<file path="config.mk">
export PLATFORM = sky130hd
export DESIGN_NAME = pmem_front
export DESIGN_NICKNAME = d
export VERILOG_FILES = /design/src/rtl/pmf_pkg.sv /design/src/rtl/pmf_sync.sv /design/src/rtl/pmf_array.sv /design/src/rtl/pmf_ctrl.sv /design/src/rtl/pmem_front.sv
export SDC_FILE = /design/constraint.sdc
export NUM_CORES = 2
export LEC_CHECK = 0
export BUFFER_PORTS_ARGS = -buffer_cell sky130_fd_sc_hd__buf_2
export CAP_MARGIN = 20
export CORE_MARGIN = 2
export CORE_UTILIZATION = 49
export CTS_CLUSTER_DIAMETER = 40
export DETAILED_ROUTE_END_ITERATION = 10
export GPL_TIMING_DRIVEN = 1
export PLACE_DENSITY = 0.73
export SYNTH_ARGS = -nofsm -noshare
export SYNTH_HDL_FRONTEND = slang
export SYNTH_SLANG_ARGS = --single-unit
</file>
<file path="constraint.sdc">
create_clock -name clk -period 4.23 [get_ports clk]
set_clock_uncertainty 0.15 [all_clocks]
set_input_delay 0 -clock clk [delete_from_list [all_inputs] [get_ports clk]]
set_output_delay 0 -clock clk [all_outputs]
set_load 0.05 [all_outputs]
</file>
<file path="src/rtl/pmf_pkg.sv">
package pmf_pkg;
  typedef enum logic [1:0] {
    ST_IDLE  = 2'd0,
    ST_PRE   = 2'd1,
    ST_ACC   = 2'd2,
    ST_VALID = 2'd3
  } pmf_state_t;
endpackage

</file>
<file path="src/rtl/pmf_sync.sv">
module pmf_sync #(
  parameter int W = 1,
  parameter logic [W-1:0] RST_VAL = '0
) (
  input  logic         clk,
  input  logic         rst,
  input  logic [W-1:0] d,
  output logic [W-1:0] q
);
  logic [W-1:0] stage1;

  always_ff @(posedge clk) begin
    if (rst) begin
      stage1 <= RST_VAL;
      q      <= RST_VAL;
    end else begin
      stage1 <= d;
      q      <= stage1;
    end
  end
endmodule

</file>
<file path="src/rtl/pmf_array.sv">
module pmf_array #(
  parameter int AW = 8,
  parameter int DW = 16
) (
  input  logic          clk,
  input  logic          we,
  input  logic [DW/8-1:0] be,
  input  logic [AW-1:0] addr,
  input  logic [DW-1:0] wdata,
  output logic [DW-1:0] rdata
);
  localparam int NL    = DW / 8;
  localparam int DEPTH = 1 << AW;

  for (genvar g = 0; g < NL; g++) begin : g_lane
    logic [7:0] mem [DEPTH];
    always_ff @(posedge clk) begin
      if (we && be[g]) mem[addr] <= wdata[g*8 +: 8];
      rdata[g*8 +: 8] <= mem[addr];
    end
  end
endmodule

</file>
<file path="src/rtl/pmf_ctrl.sv">
module pmf_ctrl
  import pmf_pkg::*;
#(
  parameter int ROW_W    = 15,
  parameter int COL_W    = 2,
  parameter int ACC_LAT  = 4,
  parameter int PAGE_LAT = 2,
  parameter int PRE_CYC  = 5
) (
  input  logic                   clk,
  input  logic                   rst,
  input  logic                   ce_s,
  input  logic                   we_s,
  input  logic [ROW_W+COL_W-1:0] addr_s,
  output pmf_state_t             state,
  output logic [ROW_W-1:0]       row_q,
  output logic [COL_W-1:0]       col_q,
  output logic                   commit
);
  localparam int M1    = (ACC_LAT > PAGE_LAT) ? ACC_LAT : PAGE_LAT;
  localparam int MAXC  = (M1 > PRE_CYC) ? M1 : PRE_CYC;
  localparam int CNT_W = $clog2(MAXC + 1);
  localparam logic [CNT_W-1:0] ACC_LD  = CNT_W'(ACC_LAT - 1);
  localparam logic [CNT_W-1:0] PAGE_LD = CNT_W'(PAGE_LAT - 1);
  localparam logic [CNT_W-1:0] PRE_LD  = CNT_W'(PRE_CYC - 1);

  logic [CNT_W-1:0] cnt;
  logic             armed;
  logic             ce_q, we_q;
  logic [ROW_W-1:0] row_in;
  logic [COL_W-1:0] col_in;
  logic             we_rise, we_fall, ce_rise, active;

  assign row_in  = addr_s[ROW_W+COL_W-1:COL_W];
  assign col_in  = addr_s[COL_W-1:0];
  assign we_rise = we_s && !we_q;
  assign we_fall = !we_s && we_q;
  assign ce_rise = ce_s && !ce_q;
  assign active  = (state == ST_ACC) || (state == ST_VALID);
  assign commit  = armed && (we_rise || ce_rise);

  always_ff @(posedge clk) begin
    if (rst) begin
      state <= ST_IDLE;
      cnt   <= '0;
      row_q <= '0;
      col_q <= '0;
      armed <= 1'b0;
      ce_q  <= 1'b1;
      we_q  <= 1'b1;
    end else begin
      ce_q <= ce_s;
      we_q <= we_s;
      if (commit) armed <= 1'b0;
      else if (active && !ce_s && !we_s) armed <= 1'b1;

      case (state)
        ST_IDLE: begin
          if (!ce_s) begin
            row_q <= row_in;
            col_q <= col_in;
            cnt   <= ACC_LD;
            state <= ST_ACC;
          end
        end
        ST_PRE: begin
          if (cnt == '0) state <= ST_IDLE;
          else cnt <= cnt - 1'b1;
        end
        default: begin
          if (ce_s) begin
            cnt   <= PRE_LD;
            state <= ST_PRE;
          end else if (row_in != row_q) begin
            cnt   <= PRE_LD;
            state <= ST_PRE;
            armed <= 1'b0;
          end else if (we_rise) begin
            cnt   <= PAGE_LD;
            state <= ST_ACC;
          end else if (we_fall) begin
            col_q <= col_in;
          end else if (we_s && col_in != col_q) begin
            col_q <= col_in;
            cnt   <= PAGE_LD;
            state <= ST_ACC;
          end else if (state == ST_ACC) begin
            if (cnt == '0) state <= ST_VALID;
            else cnt <= cnt - 1'b1;
          end
        end
      endcase
    end
  end

  // precharge is never cut short
  assert_pre_hold_R10: assert property (@(posedge clk) disable iff (rst)
    (state == ST_PRE && cnt != '0) |=> state == ST_PRE);

  // a row change with chip enable low always precharges
  assert_row_pre_R3: assert property (@(posedge clk) disable iff (rst)
    (active && !ce_s && row_in != row_q) |=> state == ST_PRE);

  // a column-only change opens a page access on the new column
  assert_col_page_R2: assert property (@(posedge clk) disable iff (rst)
    (state == ST_VALID && !ce_s && row_in == row_q && we_s && we_q && col_in != col_q)
    |=> (state == ST_ACC && col_q == $past(col_in)));
endmodule

</file>
<file path="src/rtl/pmem_front.sv">
module pmem_front
  import pmf_pkg::*;
#(
  parameter int ADDR_W   = 17,
  parameter int COL_W    = 2,
  parameter int MEM_AW   = 8,
  parameter int ACC_LAT  = 4,
  parameter int PAGE_LAT = 2,
  parameter int PRE_CYC  = 5
) (
  input  logic              clk,
  input  logic              rst,
  input  logic              bus_ce_n,
  input  logic              bus_we_n,
  input  logic              bus_oe_n,
  input  logic              bus_ub_n,
  input  logic              bus_lb_n,
  input  logic [ADDR_W-1:0] bus_addr,
  input  logic [15:0]       bus_dq_in,
  output logic [15:0]       bus_dq_out,
  output logic [1:0]        bus_dq_oe,
  input  logic              wr_inhibit,
  output logic [ADDR_W-1:0] word_addr
);
  localparam int DW    = 16;
  localparam int ROW_W = ADDR_W - COL_W;
  localparam int NSTB  = 5;

  logic [NSTB-1:0]   stb_s;
  logic              ce_s, we_s, oe_s, ub_s, lb_s, we_d;
  logic [ADDR_W-1:0] addr_s;
  logic [DW-1:0]     dq_s, hold_data, rdata;
  logic [1:0]        hold_be, lane_sel;
  pmf_state_t        state;
  logic [ROW_W-1:0]  row_q;
  logic [COL_W-1:0]  col_q;
  logic              commit, mem_we;

  pmf_sync #(.W(NSTB), .RST_VAL({NSTB{1'b1}})) u_sync_stb (
    .clk(clk), .rst(rst),
    .d({bus_ce_n, bus_we_n, bus_oe_n, bus_ub_n, bus_lb_n}), .q(stb_s));
  assign {ce_s, we_s, oe_s, ub_s, lb_s} = stb_s;

  pmf_sync #(.W(ADDR_W), .RST_VAL('0)) u_sync_addr (
    .clk(clk), .rst(rst), .d(bus_addr), .q(addr_s));

  pmf_sync #(.W(DW), .RST_VAL('0)) u_sync_dq (
    .clk(clk), .rst(rst), .d(bus_dq_in), .q(dq_s));

  pmf_ctrl #(
    .ROW_W(ROW_W), .COL_W(COL_W), .ACC_LAT(ACC_LAT),
    .PAGE_LAT(PAGE_LAT), .PRE_CYC(PRE_CYC)
  ) u_ctrl (
    .clk(clk), .rst(rst), .ce_s(ce_s), .we_s(we_s), .addr_s(addr_s),
    .state(state), .row_q(row_q), .col_q(col_q), .commit(commit));

  assign word_addr = {row_q, col_q};
  assign mem_we    = commit && !wr_inhibit;

  pmf_array #(.AW(MEM_AW), .DW(DW)) u_array (
    .clk(clk), .we(mem_we), .be(hold_be), .addr(word_addr[MEM_AW-1:0]),
    .wdata(hold_data), .rdata(rdata));

  // last data and lane selects seen while both strobes were low
  always_ff @(posedge clk) begin
    if (rst) begin
      hold_data <= '0;
      hold_be   <= '0;
      we_d      <= 1'b1;
    end else begin
      we_d <= we_s;
      if (!ce_s && !we_s) begin
        hold_data <= dq_s;
        hold_be   <= {!ub_s, !lb_s};
      end
    end
  end

  assign lane_sel = {!ub_s, !lb_s};

  always_ff @(posedge clk) begin
    if (rst) begin
      bus_dq_out <= '0;
      bus_dq_oe  <= '0;
    end else begin
      bus_dq_out <= rdata;
      for (int i = 0; i < 2; i++)
        bus_dq_oe[i] <= (state == ST_VALID) && !ce_s && we_s && we_d &&
                        !oe_s && lane_sel[i];
    end
  end

  // drive only if write enable was high at the pins three cycles back
  assert_no_drive_we_R7: assert property (@(posedge clk) disable iff (rst)
    (|bus_dq_oe) |-> $past(bus_we_n, 3));

  // drive only if output enable was low at the pins three cycles back
  assert_drive_oe_R8: assert property (@(posedge clk) disable iff (rst)
    (|bus_dq_oe) |-> !$past(bus_oe_n, 3));
endmodule

</file>
==> out/qor.yml <==
place:
  gp_congestion: 0.911
  place_hpwl_mm: 267
  place_inst: 12200
  place_area_um2: 173000
  numPortBuffers: 75
global_route:
  grt_pass1_vias: 85100
  grt_util_all_layers_pct: 25.8
  grt_overflow: 0
  antenna_found_initial: 23
  grt_max_degree: 137
  grt_pass1_wl_mm: 624
floorplanning:
  rows: 211
  start_util_pct: 49.2
  ios: 76
  die-width_um: 580
  core_um2: 330000
  die_h_um: 580
  die-area_um2: 337000
worst_setup_path:
  worstPathRequired_ns: 4.90
  start_kind: "register"
  cp.arrival_ns: 4.79
  crit_path_max_fanout: 45
  reg2reg_slack_ns: 0.11
  cp-end-kind: "register"
  path_class: "reg2reg"
synth:
  synthesis.nets: 7493
  synth.top_cells.by_area: "edfxtp_1 (76%), mux4_2 (16%), dfxtp_1 (1.9%)"
  syn_inst: 7445
  syn-cell-area_um2: 163000
  synth_area_leader_cell: "edfxtp_1"
  yosysTopAreaCellShare_pct: 75.6
  synth_edf_count: 4096
  avgSynthCellArea_um2: 21.8
  ys_seq_elements: 4249
  yosysMostFrequentCell: "edfxtp_1"
  synth.distinct_cells: 68
  ys_seq_area_share_pct: 77.5
  synth_common_cells: "edfxtp_1 (4096), mux4_2 (1136), nor2_1 (568)"
  yosys_warnings: 0
  synth_ff_type: "edfxtp_1"
  ys_async_sr_fraction_pct: 0
timing:
  drv_slew: 0
  rsz0062_at_grt: "false"
  worst_pin_slew_ns: 1.25
  finalCritPeriodShare_pct: 97.5
  min_period_ns: 4.12
  hold_viol_final: 0
  max_slew_margin_pct: 16.4
  setup_viol: 0
  max_freq_mhz: 243
route:
  dr.first_iter.drc_count: 13300
  drc: 0
  wire_per_inst_um: 33.3
  drt-vias-per-instance: 6.44
  ant_nets: 0
  firstDrtPassIters: 7
  wl_mm: 439
  vias: 85000
clocking:
  htreeDepth: 5
  cts.sinks: 4249
  clockBufferDepth: 4
  cts-root-buf: "clkbuf_16"
  cts_tree: "yes"
  clk_pin_slew_ns: 0.06
  clk_latency_ns: 0.95
  postCtsResizedCells: 0
  cts_buffers: 465
power:
  p_switching_mw: 18.0
  power_frac_seq_pct: 51.5
  clkPwrFrac_pct: 46.4
  leakage_nw: 61.0
  intPower_mw: 70.5
  p_comb_share_pct: 2.1
  total_power_mw: 88.5
  swShare_pct: 20.4
  p_per_area_nw_per_um2: 465
  vdd_drop_max_mv: 0.417
cells_and_area:
  fillers: 22500
  area_growth_pct: 17.1
  fin_cells: 13200
  drive_gt1_share_pct: 31.9
  nNetsFinal: 8472
  design_area_um2: 190000
hold_path:
  hold_class: "reg2reg"
outcome:
  status: "finished clean"
job:
  maxCapViolCount: 0
per-stage QoR:
step                util (%)  TNS, ns  setup WS (ns)  hold WS (ns)
floorplan                  -  -353.52         -0.173       -0.0462
global placement        52.5        0          0.190        0.0320
detailed placement      52.5        0          0.242        0.0361
CTS                     57.6        0          0.178         0.257
global route            57.6        0         0.0704         0.292
finish                  57.6        0          0.107         0.275
logic make-up (layout without fill, tap and decap cells):
logic type	Yosys count	in the layout	synth area share (%)
AO/OA/AOI/OAI	393	393	1.74
multiplexers	1234	1234	16.3
other	0	16	0
flip-flops	4249	4249	77.5
AND/OR/NAND/NOR	1072	1072	2.86
XOR/XNOR	18	18	0.0969
adder cells (fa/ha/maj)	7	7	0.0538
buffers and inverters	472	1839	1.41
power by group through the flow:
stage	logic [mW]	clock network (mW)	registers, mW
after global routing	1.94	43.0	45.6
after CTS	1.83	41.3	45.6
after floorplan	1.05	0	46.5
after detailed placement	1.74	0	46.5
final	1.87	41.1	45.6
after global placement	1.71	0	46.5
what timing repair did:
action,in CTS,in global routing
hold buffers,118,0
buffers inserted,0,0
endpoints found under the hold margin,150,0
endpoints found under the setup margin,0,0
state kept, by name, summed over array words and instances, names as in the netlist, 3 cells and up:
name,flops
u_ctrl.cnt,3
u_sync_dq.stage1,16
u_array.g_lane.mem,4096
u_sync_addr.q,17
u_ctrl.row_q,15
u_sync_stb.q,5
u_sync_stb.stage1,5
hold_data,16
u_sync_dq.q,16
u_array.rdata,16
bus_dq_out,16
u_sync_addr.stage1,17
area by class of cell:
cell class                 count  area, um^2  share of cell area, %
tap                         4366        5460                   2.87
antenna                       16        40.0                 0.0210
timing repair buffer         969        8490                   4.46
multi-input combinational   2724       34500                   18.1
clock inverter               316        3500                   1.84
sequential                  4249      126000                   66.3
inverter                      15        65.1                 0.0342
clock buffer                 539       12200                   6.39
layer usage:
metal,routed length (um),global-route usage (%)
met1,154000,34.1
met2,208000,40.3
met3,54200,6.93
met4,22300,11.7
met5,161,0.142
layout by cell type, fill, tap and decap left out, types with 10 or more instances in the layout:
master and count:
nand2_1 252, inv_1 12, clkinv_2 72, a31oi_1 13, dfxtp_4 20, buf_2 74, clkinv_1 61, dlygate4sd3_1 118
a21oi_1 65, clkbuf_8 10, and2_1 11, clkbuf_1 57, o21ai_0 28, edfxtp_1 4096, bufinv_16 57, a22o_1 49
mux2i_1 91, mux4_2 1136, buf_4 690, diode_2 16, xnor2_1 16, nor2_1 561, buf_12 85, nor2b_1 91
nand3_1 31, a221oi_1 50, o22ai_1 57, clkbuf_16 472, nand4_1 23, a22oi_1 65, or2_2 16, inv_6 29
clkinvlp_4 43, dfxtp_1 130, a32oi_1 13, clkinv_4 39
worst paths after layout:
kind | depth (start not counted) | startpoint | endpoint
max | 9 | u_ctrl.col_q[1] | u_array.rdata[13]
min | 1 | u_sync_stb.stage1[2] | u_sync_stb.q[2]
max reg2reg | 9 | u_ctrl.col_q[1] | u_array.rdata[13]
min reg2reg | 1 | u_sync_stb.stage1[2] | u_sync_stb.q[2]
worst max-delay path: stages (launching register included):
cell and delay (ns):
dfxtp_4 0.74, buf_12 0.29, buf_12 0.30, mux4_2 0.42, a22oi_1 0.63, a21oi_1 0.15, nor4_1 0.67, buf_4 0.27
o211ai_1 0.09, a31o_2 0.24
Power figures use the tool's default switching activity.
